$ cat src/rtl/uart_dtr_pkg.sv
package uart_dtr_pkg;
    localparam int HALF_W = 8;
    localparam int DATA_W = 8;

    localparam logic [1:0] ADDR_DATA = 2'd0;
    localparam logic [1:0] ADDR_STAT = 2'd1;
    localparam logic [1:0] ADDR_HALF = 2'd2;

    localparam int ST_RX_FULL  = 0;
    localparam int ST_TX_READY = 1;
    localparam int ST_OVERRUN  = 2;
    localparam int ST_IRQ_TX   = 3;
    localparam int ST_IRQ_RX   = 4;

    typedef enum logic {TX_IDLE, TX_RUN} tx_state_e;
    typedef enum logic [1:0] {RX_IDLE, RX_START, RX_DATA} rx_state_e;
endpackage

$ cat src/rtl/uart_dtr_tick.sv
module uart_dtr_tick #(
    parameter int CLK_PER_TICK = 250
) (
    input  logic clk_i,
    input  logic rst_ni,
    output logic tick_o
);
    localparam int CW = (CLK_PER_TICK > 1) ? $clog2(CLK_PER_TICK) : 1;
    localparam logic [CW-1:0] LAST = CW'(CLK_PER_TICK - 1);

    logic [CW-1:0] cnt_d, cnt_q;

    always_comb begin
        tick_o = (cnt_q == LAST);
        cnt_d  = tick_o ? '0 : cnt_q + 1'b1;
    end

    always_ff @(posedge clk_i or negedge rst_ni) begin
        if (!rst_ni) cnt_q <= '0;
        else         cnt_q <= cnt_d;
    end
endmodule

$ cat src/rtl/uart_dtr_halftimer.sv
module uart_dtr_halftimer
    import uart_dtr_pkg::*;
(
    input  logic              clk_i,
    input  logic              rst_ni,
    input  logic              tick_i,
    input  logic              restart_i,
    input  logic [HALF_W-1:0] half_i,
    output logic              evt_o
);
    logic [HALF_W-1:0] cnt_d, cnt_q;

    always_comb begin
        evt_o = 1'b0;
        cnt_d = cnt_q;
        if (restart_i) begin
            cnt_d = '0;
        end else if (tick_i) begin
            if (cnt_q >= half_i - 1'b1) begin
                cnt_d = '0;
                evt_o = 1'b1;
            end else begin
                cnt_d = cnt_q + 1'b1;
            end
        end
    end

    always_ff @(posedge clk_i or negedge rst_ni) begin
        if (!rst_ni) cnt_q <= '0;
        else         cnt_q <= cnt_d;
    end
endmodule

$ cat src/rtl/uart_dtr_tx.sv
module uart_dtr_tx
    import uart_dtr_pkg::*;
(
    input  logic              clk_i,
    input  logic              rst_ni,
    input  logic              tick_i,
    input  logic [HALF_W-1:0] half_i,
    input  logic              load_i,
    input  logic [DATA_W-1:0] data_i,
    input  logic              cts_i,
    output logic              txd_o,
    output logic              ready_o,
    output logic              busy_o,
    output logic              done_o
);
    typedef struct packed {
        tx_state_e         st;
        logic [DATA_W-1:0] hold;
        logic              full;
        logic [DATA_W:0]   sh;
        logic [3:0]        bitn;
        logic              phase;
        logic              txd;
    } tx_regs_t;

    tx_regs_t q, d;
    logic restart, half_evt;

    uart_dtr_halftimer u_timer (
        .clk_i     (clk_i),
        .rst_ni    (rst_ni),
        .tick_i    (tick_i),
        .restart_i (restart),
        .half_i    (half_i),
        .evt_o     (half_evt)
    );

    always_comb begin
        d       = q;
        done_o  = 1'b0;
        restart = 1'b0;
        if (load_i && !q.full) begin
            d.hold = data_i;
            d.full = 1'b1;
        end
        case (q.st)
            TX_IDLE: begin
                if (q.full && cts_i && tick_i) begin
                    d.st    = TX_RUN;
                    d.sh    = {1'b1, q.hold};
                    d.txd   = 1'b0;
                    d.bitn  = '0;
                    d.phase = 1'b0;
                    d.full  = 1'b0;
                    restart = 1'b1;
                end
            end
            default: begin
                if (half_evt) begin
                    if (!q.phase) begin
                        d.phase = 1'b1;
                    end else begin
                        d.phase = 1'b0;
                        if (q.bitn == 4'd9) begin
                            d.st   = TX_IDLE;
                            d.txd  = 1'b1;
                            done_o = 1'b1;
                        end else begin
                            d.bitn = q.bitn + 4'd1;
                            d.txd  = q.sh[0];
                            d.sh   = {1'b1, q.sh[DATA_W:1]};
                        end
                    end
                end
            end
        endcase
    end

    always_ff @(posedge clk_i or negedge rst_ni) begin
        if (!rst_ni) begin
            q      <= '0;
            q.st   <= TX_IDLE;
            q.txd  <= 1'b1;
        end else begin
            q <= d;
        end
    end

    assign txd_o   = q.txd;
    assign ready_o = !q.full;
    assign busy_o  = (q.st == TX_RUN);

    p_cts_hold_r6: assert property (@(posedge clk_i) disable iff (!rst_ni)
        (q.st == TX_IDLE && !cts_i) |=> (q.st == TX_IDLE));
    p_idle_line_high_r1: assert property (@(posedge clk_i) disable iff (!rst_ni)
        $rose(q.st == TX_IDLE) |-> txd_o);
endmodule

$ cat src/rtl/uart_dtr_rx.sv
module uart_dtr_rx
    import uart_dtr_pkg::*;
(
    input  logic              clk_i,
    input  logic              rst_ni,
    input  logic              tick_i,
    input  logic [HALF_W-1:0] half_i,
    input  logic              rxd_i,
    output logic              start_o,
    output logic              abort_o,
    output logic              done_o,
    output logic              busy_o,
    output logic [DATA_W-1:0] data_o
);
    typedef struct packed {
        logic              s1;
        logic              s2;
        rx_state_e         st;
        logic [DATA_W-1:0] sh;
        logic [3:0]        bitn;
        logic              phase;
    } rx_regs_t;

    rx_regs_t q, d;
    logic restart, half_evt;

    uart_dtr_halftimer u_timer (
        .clk_i     (clk_i),
        .rst_ni    (rst_ni),
        .tick_i    (tick_i),
        .restart_i (restart),
        .half_i    (half_i),
        .evt_o     (half_evt)
    );

    always_comb begin
        d       = q;
        d.s1    = rxd_i;
        d.s2    = q.s1;
        start_o = 1'b0;
        abort_o = 1'b0;
        done_o  = 1'b0;
        restart = 1'b0;
        case (q.st)
            RX_IDLE: begin
                if (!q.s2) begin
                    d.st    = RX_START;
                    start_o = 1'b1;
                    restart = 1'b1;
                end
            end
            RX_START: begin
                if (half_evt) begin
                    if (q.s2) begin
                        d.st    = RX_IDLE;
                        abort_o = 1'b1;
                    end else begin
                        d.st    = RX_DATA;
                        d.bitn  = '0;
                        d.phase = 1'b0;
                    end
                end
            end
            default: begin
                if (half_evt) begin
                    d.phase = !q.phase;
                    if (q.phase) begin
                        if (q.bitn == 4'(DATA_W)) begin
                            d.st   = RX_IDLE;
                            done_o = 1'b1;
                        end else begin
                            d.sh   = {q.s2, q.sh[DATA_W-1:1]};
                            d.bitn = q.bitn + 4'd1;
                        end
                    end
                end
            end
        endcase
    end

    always_ff @(posedge clk_i or negedge rst_ni) begin
        if (!rst_ni) begin
            q    <= '0;
            q.s1 <= 1'b1;
            q.s2 <= 1'b1;
            q.st <= RX_IDLE;
        end else begin
            q <= d;
        end
    end

    assign busy_o = (q.st != RX_IDLE);
    assign data_o = q.sh;

    p_start_leaves_idle_r3: assert property (@(posedge clk_i) disable iff (!rst_ni)
        start_o |=> (q.st == RX_START));
endmodule

$ cat src/rtl/uart_dtr.sv
module uart_dtr
    import uart_dtr_pkg::*;
#(
    parameter int CLK_PER_TICK = 250,
    parameter int HALF_RESET   = 4
) (
    input  logic       clk_i,
    input  logic       rst_ni,
    input  logic [1:0] addr_i,
    input  logic       wr_en_i,
    input  logic       rd_en_i,
    input  logic [7:0] wdata_i,
    output logic [7:0] rdata_o,
    output logic       irq_tx_o,
    output logic       irq_rx_o,
    output logic       txd_o,
    input  logic       rxd_i,
    output logic       rts_o,
    input  logic       cts_i,
    output logic       dtr_o
);
    typedef struct packed {
        logic [HALF_W-1:0] half;
        logic [DATA_W-1:0] rx_data;
        logic              rx_full;
        logic              overrun;
        logic              irq_tx;
        logic              irq_rx;
        logic              dtr;
    } top_regs_t;

    top_regs_t q, d;

    logic tick, wr_data, rd_data;
    logic [HALF_W-1:0] half_eff;
    logic tx_ready, tx_busy, tx_done;
    logic rx_start, rx_abort, rx_done, rx_busy;
    logic [DATA_W-1:0] rx_byte;

    assign wr_data  = wr_en_i && (addr_i == ADDR_DATA);
    assign rd_data  = rd_en_i && (addr_i == ADDR_DATA);
    assign half_eff = (q.half == '0) ? HALF_W'(1) : q.half;

    uart_dtr_tick #(.CLK_PER_TICK(CLK_PER_TICK)) u_tick (
        .clk_i  (clk_i),
        .rst_ni (rst_ni),
        .tick_o (tick)
    );

    uart_dtr_tx u_tx (
        .clk_i   (clk_i),
        .rst_ni  (rst_ni),
        .tick_i  (tick),
        .half_i  (half_eff),
        .load_i  (wr_data),
        .data_i  (wdata_i),
        .cts_i   (cts_i),
        .txd_o   (txd_o),
        .ready_o (tx_ready),
        .busy_o  (tx_busy),
        .done_o  (tx_done)
    );

    uart_dtr_rx u_rx (
        .clk_i   (clk_i),
        .rst_ni  (rst_ni),
        .tick_i  (tick),
        .half_i  (half_eff),
        .rxd_i   (rxd_i),
        .start_o (rx_start),
        .abort_o (rx_abort),
        .done_o  (rx_done),
        .busy_o  (rx_busy),
        .data_o  (rx_byte)
    );

    always_comb begin
        d = q;
        if (wr_en_i && addr_i == ADDR_HALF) d.half = wdata_i;
        if (wr_data) d.irq_tx = 1'b0;
        if (tx_done) d.irq_tx = 1'b1;
        if (rd_data) begin
            d.rx_full = 1'b0;
            d.irq_rx  = 1'b0;
            d.overrun = 1'b0;
            if (!rx_busy) d.dtr = 1'b1;
        end
        if (rx_start) begin
            d.dtr = 1'b0;
            if (q.rx_full && !rd_data) d.overrun = 1'b1;
        end
        if (rx_abort) d.dtr = !d.rx_full;
        if (rx_done) begin
            d.rx_data = rx_byte;
            d.rx_full = 1'b1;
            d.irq_rx  = 1'b1;
        end
    end

    always_ff @(posedge clk_i or negedge rst_ni) begin
        if (!rst_ni) begin
            q      <= '0;
            q.half <= HALF_W'(HALF_RESET);
            q.dtr  <= 1'b1;
        end else begin
            q <= d;
        end
    end

    always_comb begin
        rdata_o = '0;
        case (addr_i)
            ADDR_DATA: rdata_o = q.rx_data;
            ADDR_STAT: begin
                rdata_o[ST_RX_FULL]  = q.rx_full;
                rdata_o[ST_TX_READY] = tx_ready;
                rdata_o[ST_OVERRUN]  = q.overrun;
                rdata_o[ST_IRQ_TX]   = q.irq_tx;
                rdata_o[ST_IRQ_RX]   = q.irq_rx;
            end
            ADDR_HALF: rdata_o = q.half;
            default:   rdata_o = '0;
        endcase
    end

    assign irq_tx_o = q.irq_tx;
    assign irq_rx_o = q.irq_rx;
    assign dtr_o    = q.dtr;
    assign rts_o    = tx_busy || !tx_ready;

    p_dtr_drop_r3: assert property (@(posedge clk_i) disable iff (!rst_ni)
        rx_start |=> !dtr_o);
    p_dtr_rise_r4: assert property (@(posedge clk_i) disable iff (!rst_ni)
        $rose(dtr_o) |-> ($past(rd_data) || $past(rx_abort)));
    p_irq_rx_set_r5: assert property (@(posedge clk_i) disable iff (!rst_ni)
        rx_done |=> (irq_rx_o && q.rx_full));
    p_irq_tx_set_r7: assert property (@(posedge clk_i) disable iff (!rst_ni)
        tx_done |=> irq_tx_o);
    p_overrun_r8: assert property (@(posedge clk_i) disable iff (!rst_ni)
        (rx_start && q.rx_full && !rd_data) |=> q.overrun);
    p_glitch_r10: assert property (@(posedge clk_i) disable iff (!rst_ni)
        (rx_abort && !q.rx_full) |=> dtr_o);
endmodule

$ cat config.mk
export PLATFORM = sky130hd
export DESIGN_NAME = uart_dtr
export DESIGN_NICKNAME = d
export VERILOG_FILES = /design/src/rtl/uart_dtr_pkg.sv /design/src/rtl/uart_dtr_tick.sv /design/src/rtl/uart_dtr_halftimer.sv /design/src/rtl/uart_dtr_tx.sv /design/src/rtl/uart_dtr_rx.sv /design/src/rtl/uart_dtr.sv
export SDC_FILE = /design/constraint.sdc
export NUM_CORES = 1
export LEC_CHECK = 0
export BUFFER_PORTS_ARGS = -buffer_cell sky130_fd_sc_hd__buf_4
export CAP_MARGIN = 40
export CORE_MARGIN = 5
export CORE_UTILIZATION = 60
export CTS_BUF_LIST = sky130_fd_sc_hd__clkbuf_4
export CTS_CLUSTER_SIZE = 8
export DETAILED_ROUTE_END_ITERATION = 12
export GPL_ROUTABILITY_DRIVEN = 0
export GPL_TIMING_DRIVEN = 0
export MAX_ROUTING_LAYER = met4
export PLACE_DENSITY = 0.86
export SYNTH_ARGS = -nofsm -noshare
export SYNTH_HDL_FRONTEND = slang
export SYNTH_SLANG_ARGS = --single-unit
export TNS_END_PERCENT = 20
$ cat constraint.sdc
create_clock -name clk_i -period 5.9 [get_ports clk_i]
set_input_delay 0.295 -clock clk_i [delete_from_list [all_inputs] [get_ports clk_i]]
set_output_delay 0.295 -clock clk_i [all_outputs]
set_load 0.05 [all_outputs]
Word-level counts from Yosys, hierarchy flattened
Index checks and enable logic that the tools add are counted.
{"block": "totals", "register_bits": 87, "inputBits": 16, "out_inout_bits": 13, "wordCells": 150}
{"block": "classes", "addsub": 6, "order_cmp": 2, "n_eq_ne": 14, "n_mux": 67, "n_bitwise": 3, "reduce_logical": 35}
{"op": "8-bit 2-to-1 mux", "n": 8}
{"op": "15-bit 2-to-1 mux", "n": 3}
{"op": "1-bit 2-to-1 mux", "n": 39}
{"op": "13-bit 2-to-1 mux", "n": 2}
{"op": "8-bit by 1-bit adder with 8-bit output, second input constant", "n": 3}
{"op": "8-bit greater-or-equal comparator", "n": 2}
{"op": "16-bit 2-to-1 mux", "n": 1}
{"op": "2-bit nonzero test", "n": 8}
{"op": "5-bit one-hot mux with 3 select lines", "n": 1}
{"op": "14-bit 2-to-1 mux", "n": 1}
{"op": "12-bit 2-to-1 mux", "n": 1}
{"op": "2-bit 2-to-1 mux", "n": 6}
{"op": "2-bit inequality test, second input constant", "n": 6}
{"op": "5-bit 2-to-1 mux", "n": 2}
{"op": "5-bit one-hot mux with 2 select lines", "n": 1}
{"op": "5-bit AND reduction", "n": 2}
{"op": "3-bit nonzero test", "n": 3}
{"op": "4-bit by 1-bit adder with 4-bit output, second input constant", "n": 2}
{"op": "4-bit equality test, second input constant", "n": 2}
{"op": "8-bit equality test, second input constant", "n": 1}
{"op": "8-bit zero test", "n": 1}
{"op": "4-bit AND reduction", "n": 2}
{"op": "8-bit by 1-bit subtractor with 8-bit output, second input constant", "n": 1}
{"op": "1-bit logical AND", "n": 7}
{"op": "other kinds (13)", "n": 22}

Longest topological paths before layout
{"block": "depth", "word_depth": 11, "depth_mapped": 17, "ltp_nobuf": 14}

By module
Synthesis repeated with hierarchy kept, for this count alone.
{"block": "hier_totals", "hier_cells": 463, "hier_area_um2": 5008.6}
{"module": "uart_dtr_tx", "n_inst": 1, "cells_each": 90, "area_per_inst_um2": 1128.6, "seq_area_each_um2": 626.9}
{"module": "uart_dtr", "n_inst": 1, "cells_each": 89, "area_per_inst_um2": 1066.0, "seq_area_each_um2": 528.0}
{"module": "uart_dtr_rx", "n_inst": 1, "cells_each": 70, "area_per_inst_um2": 905.9, "seq_area_each_um2": 427.9}
{"module": "uart_dtr_halftimer at u_tx.u_timer", "n_inst": 1, "cells_each": 87, "area_per_inst_um2": 759.5, "seq_area_each_um2": 200.2}
{"module": "uart_dtr_halftimer at u_rx.u_timer", "n_inst": 1, "cells_each": 86, "area_per_inst_um2": 754.5, "seq_area_each_um2": 200.2}
{"module": "uart_dtr_tick", "n_inst": 1, "cells_each": 41, "area_per_inst_um2": 394.1, "seq_area_each_um2": 200.2}

Least setup slack after synthesis
OpenSTA, ideal clock, no wires.
{"block": "synth_timing", "path_kind": "register to register", "start": "reg q[16] in the netlist's numbering", "end": "reg u_tx.q[10] in the netlist's numbering", "setup_time_ns": 0.126, "arrival_time_ns": 3.164, "t_required_ns": 5.774, "path_slack_ns": 2.610, "stages_incl_launch_ff": 18, "n_path_buf": 3, "synth_period_minus_slack_ns": 3.290, "path_cell_list": "dfrtp_1 or2_1 clkbuf_1 nor2_1 a31oi_1 ha_1 nor4b_1 xnor2_1 ha_1 o21a_1 and2_1 a31oi_1 o211ai_1 buf_4 a31oi_2 nor2_1 buf_2 a2bb2oi_1"}
{"block": "synth_between", "elab_chain_cells": 9}
{"element": "from (decl)", "line_no": "uart_dtr.sv:32", "source": "top_regs_t q, d;"}
{"element": "8-bit zero test", "line_no": "uart_dtr.sv:42", "source": "assign half_eff = (q.half == '0) ? HALF_W'(1) : q.half;"}
{"element": "8-bit 2-to-1 mux (*)", "line_no": "uart_dtr.sv:42"}
{"element": "8-bit by 1-bit subtractor with 8-bit output (*)", "line_no": "uart_dtr_halftimer.sv:19", "source": "if (cnt_q >= half_i - 1'b1) begin"}
{"element": "8-bit greater-or-equal comparator (*)", "line_no": "uart_dtr_halftimer.sv:19"}
{"element": "1-bit 2-to-1 mux (*)", "line_no": "uart_dtr_halftimer.sv:19"}
{"element": "1-bit 2-to-1 mux (*)", "line_no": "uart_dtr_halftimer.sv:18", "source": "end else if (tick_i) begin"}
{"element": "1-bit 2-to-1 mux (*)", "line_no": "uart_dtr_halftimer.sv:16", "source": "if (restart_i) begin"}
{"element": "2-bit inequality test (no line) (*)"}
{"element": "4-bit AND reduction (no line) (*)"}
{"element": "to (decl)", "line_no": "uart_dtr_tx.sv:26", "source": "tx_regs_t q, d;"}
Mark *: on every way between the ends. The rest lies on a longest branch, timed or not.
A chain may end at the register's enable or synchronous reset.

Worst setup path after layout
{"block": "layout_timing", "start": "reg q[16] in the netlist's numbering", "end": "reg u_tx.q[9] in the netlist's numbering"}
Same word-level chain as after synthesis.

==> results.toml <==
[timing]
fmax_ghz = 0.2507
hold_viol = 0
slew_headroom_pct = 58.30
setup_tns_ns = 0
worst_pin_slew_ns = 0.6231
layout_min_cycle_time_ns = 3.989
fin_crit_sh_pct = 67.61
skew_ns = 0.02417
rsz0062_at_grt = "false"
setup-violations-final = 0
drv_slew = 0
hold_slack_ns = 0.06770

[hold_path]
hold_path_class = "in2reg"

[placement]
placed_area_sq_um = 4974
io_buffers = 28
dpl.hpwl_um = 7375

[critical_path]
criticalPathCategory = "reg2reg"
required_ns = 6.25
worstPathArrival_ns = 4.34
cp_max_fo = 10
worstSetupStartpointType = "flip-flop"
worstSetupEndpointType = "flip-flop"

[pwr]
switching_share_pct = 30.00
p_per_area_nw_per_um2 = 215.6
pwr-share-clk_pct = 28.5
vdd_drop_max_mv = 0.1499
power_frac_seq_pct = 56.7
comb_power_share_pct = 14.8
intPower_uw = 774.1
switchingPower_uw = 331.7
p_leak_uw = 0.002487

[finish]
nets = 532
fin_util_pct = 67.43
nFillCells = 585
design_area_sq_um = 5130
drive_above_1_share_pct = 19.48
diodes = 0
area_delta_synth_final_pct = 11.32
multi_input_area_sq_um = 2287
regArea_sq_um = 2183

[logic_synthesis]
yosysMostFrequentCell = "dfrtp_1"
synth_edf_count = 0
synth_top_area_share_pct = 44.53
yosys.area.top_type = "dfrtp_1"
ys_top_cells_by_count = "dfrtp_1, nand2_1, o21ai_0, mux2_2, nor2_1"
syn-num-nets = 489
postSynth.asyncResetShare_pct = 100.0
yosysWarnings = 0
ys_seq_area_share_pct = 47.38
synth.area.top_cells = "dfrtp_1, mux2_2, ha_1"
postSynthAreaPerCell_sq_um = 10.24
synth.distinct_cells = 54
synthCells = 450
synth_ff_type = "dfrtp_1"
ys_seq_elements = 87
synth_area_sq_um = 4608

[clocking]
root_buffer = "clkbuf_4"
cts_buffers = 9
ctsHtreeMaxLevel = 3
clk_pin_slew_ns = 0.16
cts_buffer_depth = 2
cts_tree = "done"
cts.sinks = 87
clkLatencyLatePin_ns = 0.46

[route]
viasPerCell = 6.032
drtIter0Drc = 199
ant_nets = 0
wl_per_cell_um = 16.54
num_vias = 3619
wirelength_um = 9924
dr.pass1.iters = 4
drc_errors = 0

[floorplan]
start_util_pct = 60.58
die_area_sq_um = 9533
die_x_um = 97.64
core_sq_um = 7607
pin_count = 29
fp.dieH_um = 97.64
rows = 32

[grt]
grt-ovfl-total = 0
first_global_vias = 3717
grt_pass1_wl_um = 17680
grt_max_degree = 50
grt_usage_pct = 23.27
antenna_found_initial = 0

[outcome]
status = "finished, final reports clean"

[run]
cap_viol_max_count = 0
## power by group through the flow
stage | Clock [uW] | Combinational [uW] | Sequential [uW]
2_1_floorplan | 0 | 106 | 632
3_3_place_gp | 0 | 150 | 637
6_report | 315 | 164 | 627
5_1_grt | 350 | 183 | 630
3_5_place_dp | 0 | 161 | 638
4_1_cts | 321 | 164 | 627
## layer usage
layer,vias up,global-route usage (%),wire length (um)
met3,18,4.594,531
met5,-,-,0
met2,95,38.22,5005
li1,1709,-,-
met1,1797,28.66,4226
met4,0,8.520,160
## cell type report
type	count	share of cell area, %
clock inverter	6	1.000
sequential	87	42.56
buffer	16	1.439
multi-input combinational	330	44.59
timing repair buffer	32	5.220
inverter	17	1.244
clock buffer	10	1.463
tap	102	2.488
## logic make-up after synthesis
| logic type | Yosys count | synth area share (%) |
|---|---|---|
| compound gates | 108 | 14.26 |
| simple gates | 148 | 16.67 |
| buf+inv | 33 | 2.987 |
| flops | 87 | 47.38 |
| xor+xnor | 7 | 1.330 |
| fa+ha+maj | 23 | 6.245 |
| mux | 44 | 11.13 |
## path summary, 6_finish.rpt
check | start | depth (start not counted) | endpoint | slack [ns]
worst max-delay path | q[16] | 17 | u_tx.q[9] | 1.91
worst min-delay path | wdata_i[2] | 2 | u_tx.q[18] | 0.07
worst max register to register | q[16] | 17 | u_tx.q[9] | 1.91
worst min register to register | u_rx.d[15] | 0 | u_rx.q[15] | 0.37
max in group asynchronous | rst_ni | 3 | q[15] | 4.88
min in group asynchronous | rst_ni | 2 | u_tx.q[3] | 0.35
## placed cells by master, fill, tap and decap left out, types with 3 or more instances in the layout
cell type / Yosys / routed
dfrtp_1: 82 / 82
nand2_1: 42 / 42
o21ai_0: 42 / 42
buf_4: 1 / 29
mux2_2: 26 / 26
nor2_1: 25 / 25
a21oi_1: 24 / 24
ha_1: 23 / 23
nand3_1: 19 / 19
inv_1: 17 / 17
and3_1: 14 / 14
nor3_1: 11 / 11
clkbuf_1: 10 / 10
mux2i_1: 10 / 10
clkbuf_4: 0 / 10
mux2_4: 8 / 8
a2bb2oi_1: 8 / 8
a31oi_1: 5 / 5
or3_1: 5 / 5
xnor2_1: 5 / 5
a21o_1: 5 / 5
o21a_1: 5 / 5
nand3b_1: 5 / 5
dfstp_2: 5 / 5
nor2b_1: 4 / 4
and2_1: 4 / 4
o21ai_1: 4 / 4
nand4_1: 3 / 3
a22o_1: 3 / 3
inv_6: 0 / 3
dlygate4sd3_1: 0 / 3
## critical path: stages, from the launching register on
cell and delay, ns:
dfrtp_1 0.47, or2_1 0.13, clkbuf_1 0.23, nor2_1 0.09
a31oi_1 0.35, ha_1 0.29, nor4b_1 0.31, xnor2_1 0.22
ha_1 0.29, o21a_1 0.19, and2_1 0.17, a31oi_1 0.14
o211ai_1 0.13, buf_4 0.21, a31oi_2 0.25, nor2_1 0.07
buf_2 0.19, a2bb2oi_1 0.16
## through the flow
stage / total power, uW / setup WS, ns / cells
after floorplan: 738.6 / 2.610 / 450
after global placement: 787.4 / 2.163 / 580
after detailed placement: 798.7 / 1.957 / 581
after CTS: 1112 / 1.916 / 600
after global routing: 1164 / 1.671 / 600
final: 1106 / 1.911 / 600
## state kept, by name, indices dropped and copies added (netlist names)
register,count
u_tx.q,23
q,18
u_rx.data_o,8
u_rx.q,8
u_rx.u_timer.cnt_q,8
u_tick.cnt_q,8
u_tx.u_timer.cnt_q,8
dtr_o,1
irq_rx_o,1
irq_tx_o,1
u_rx.d,1
u_tx.busy_o,1
u_tx.txd_o,1
## what timing repair did
action | CTS | global route
hold buffers | 3 | 0
setup buffers | 0 | 0
hold endpoints to repair | 38 | 0
gates resized for setup | 0 | 0
Power figures use the tool's default switching activity.
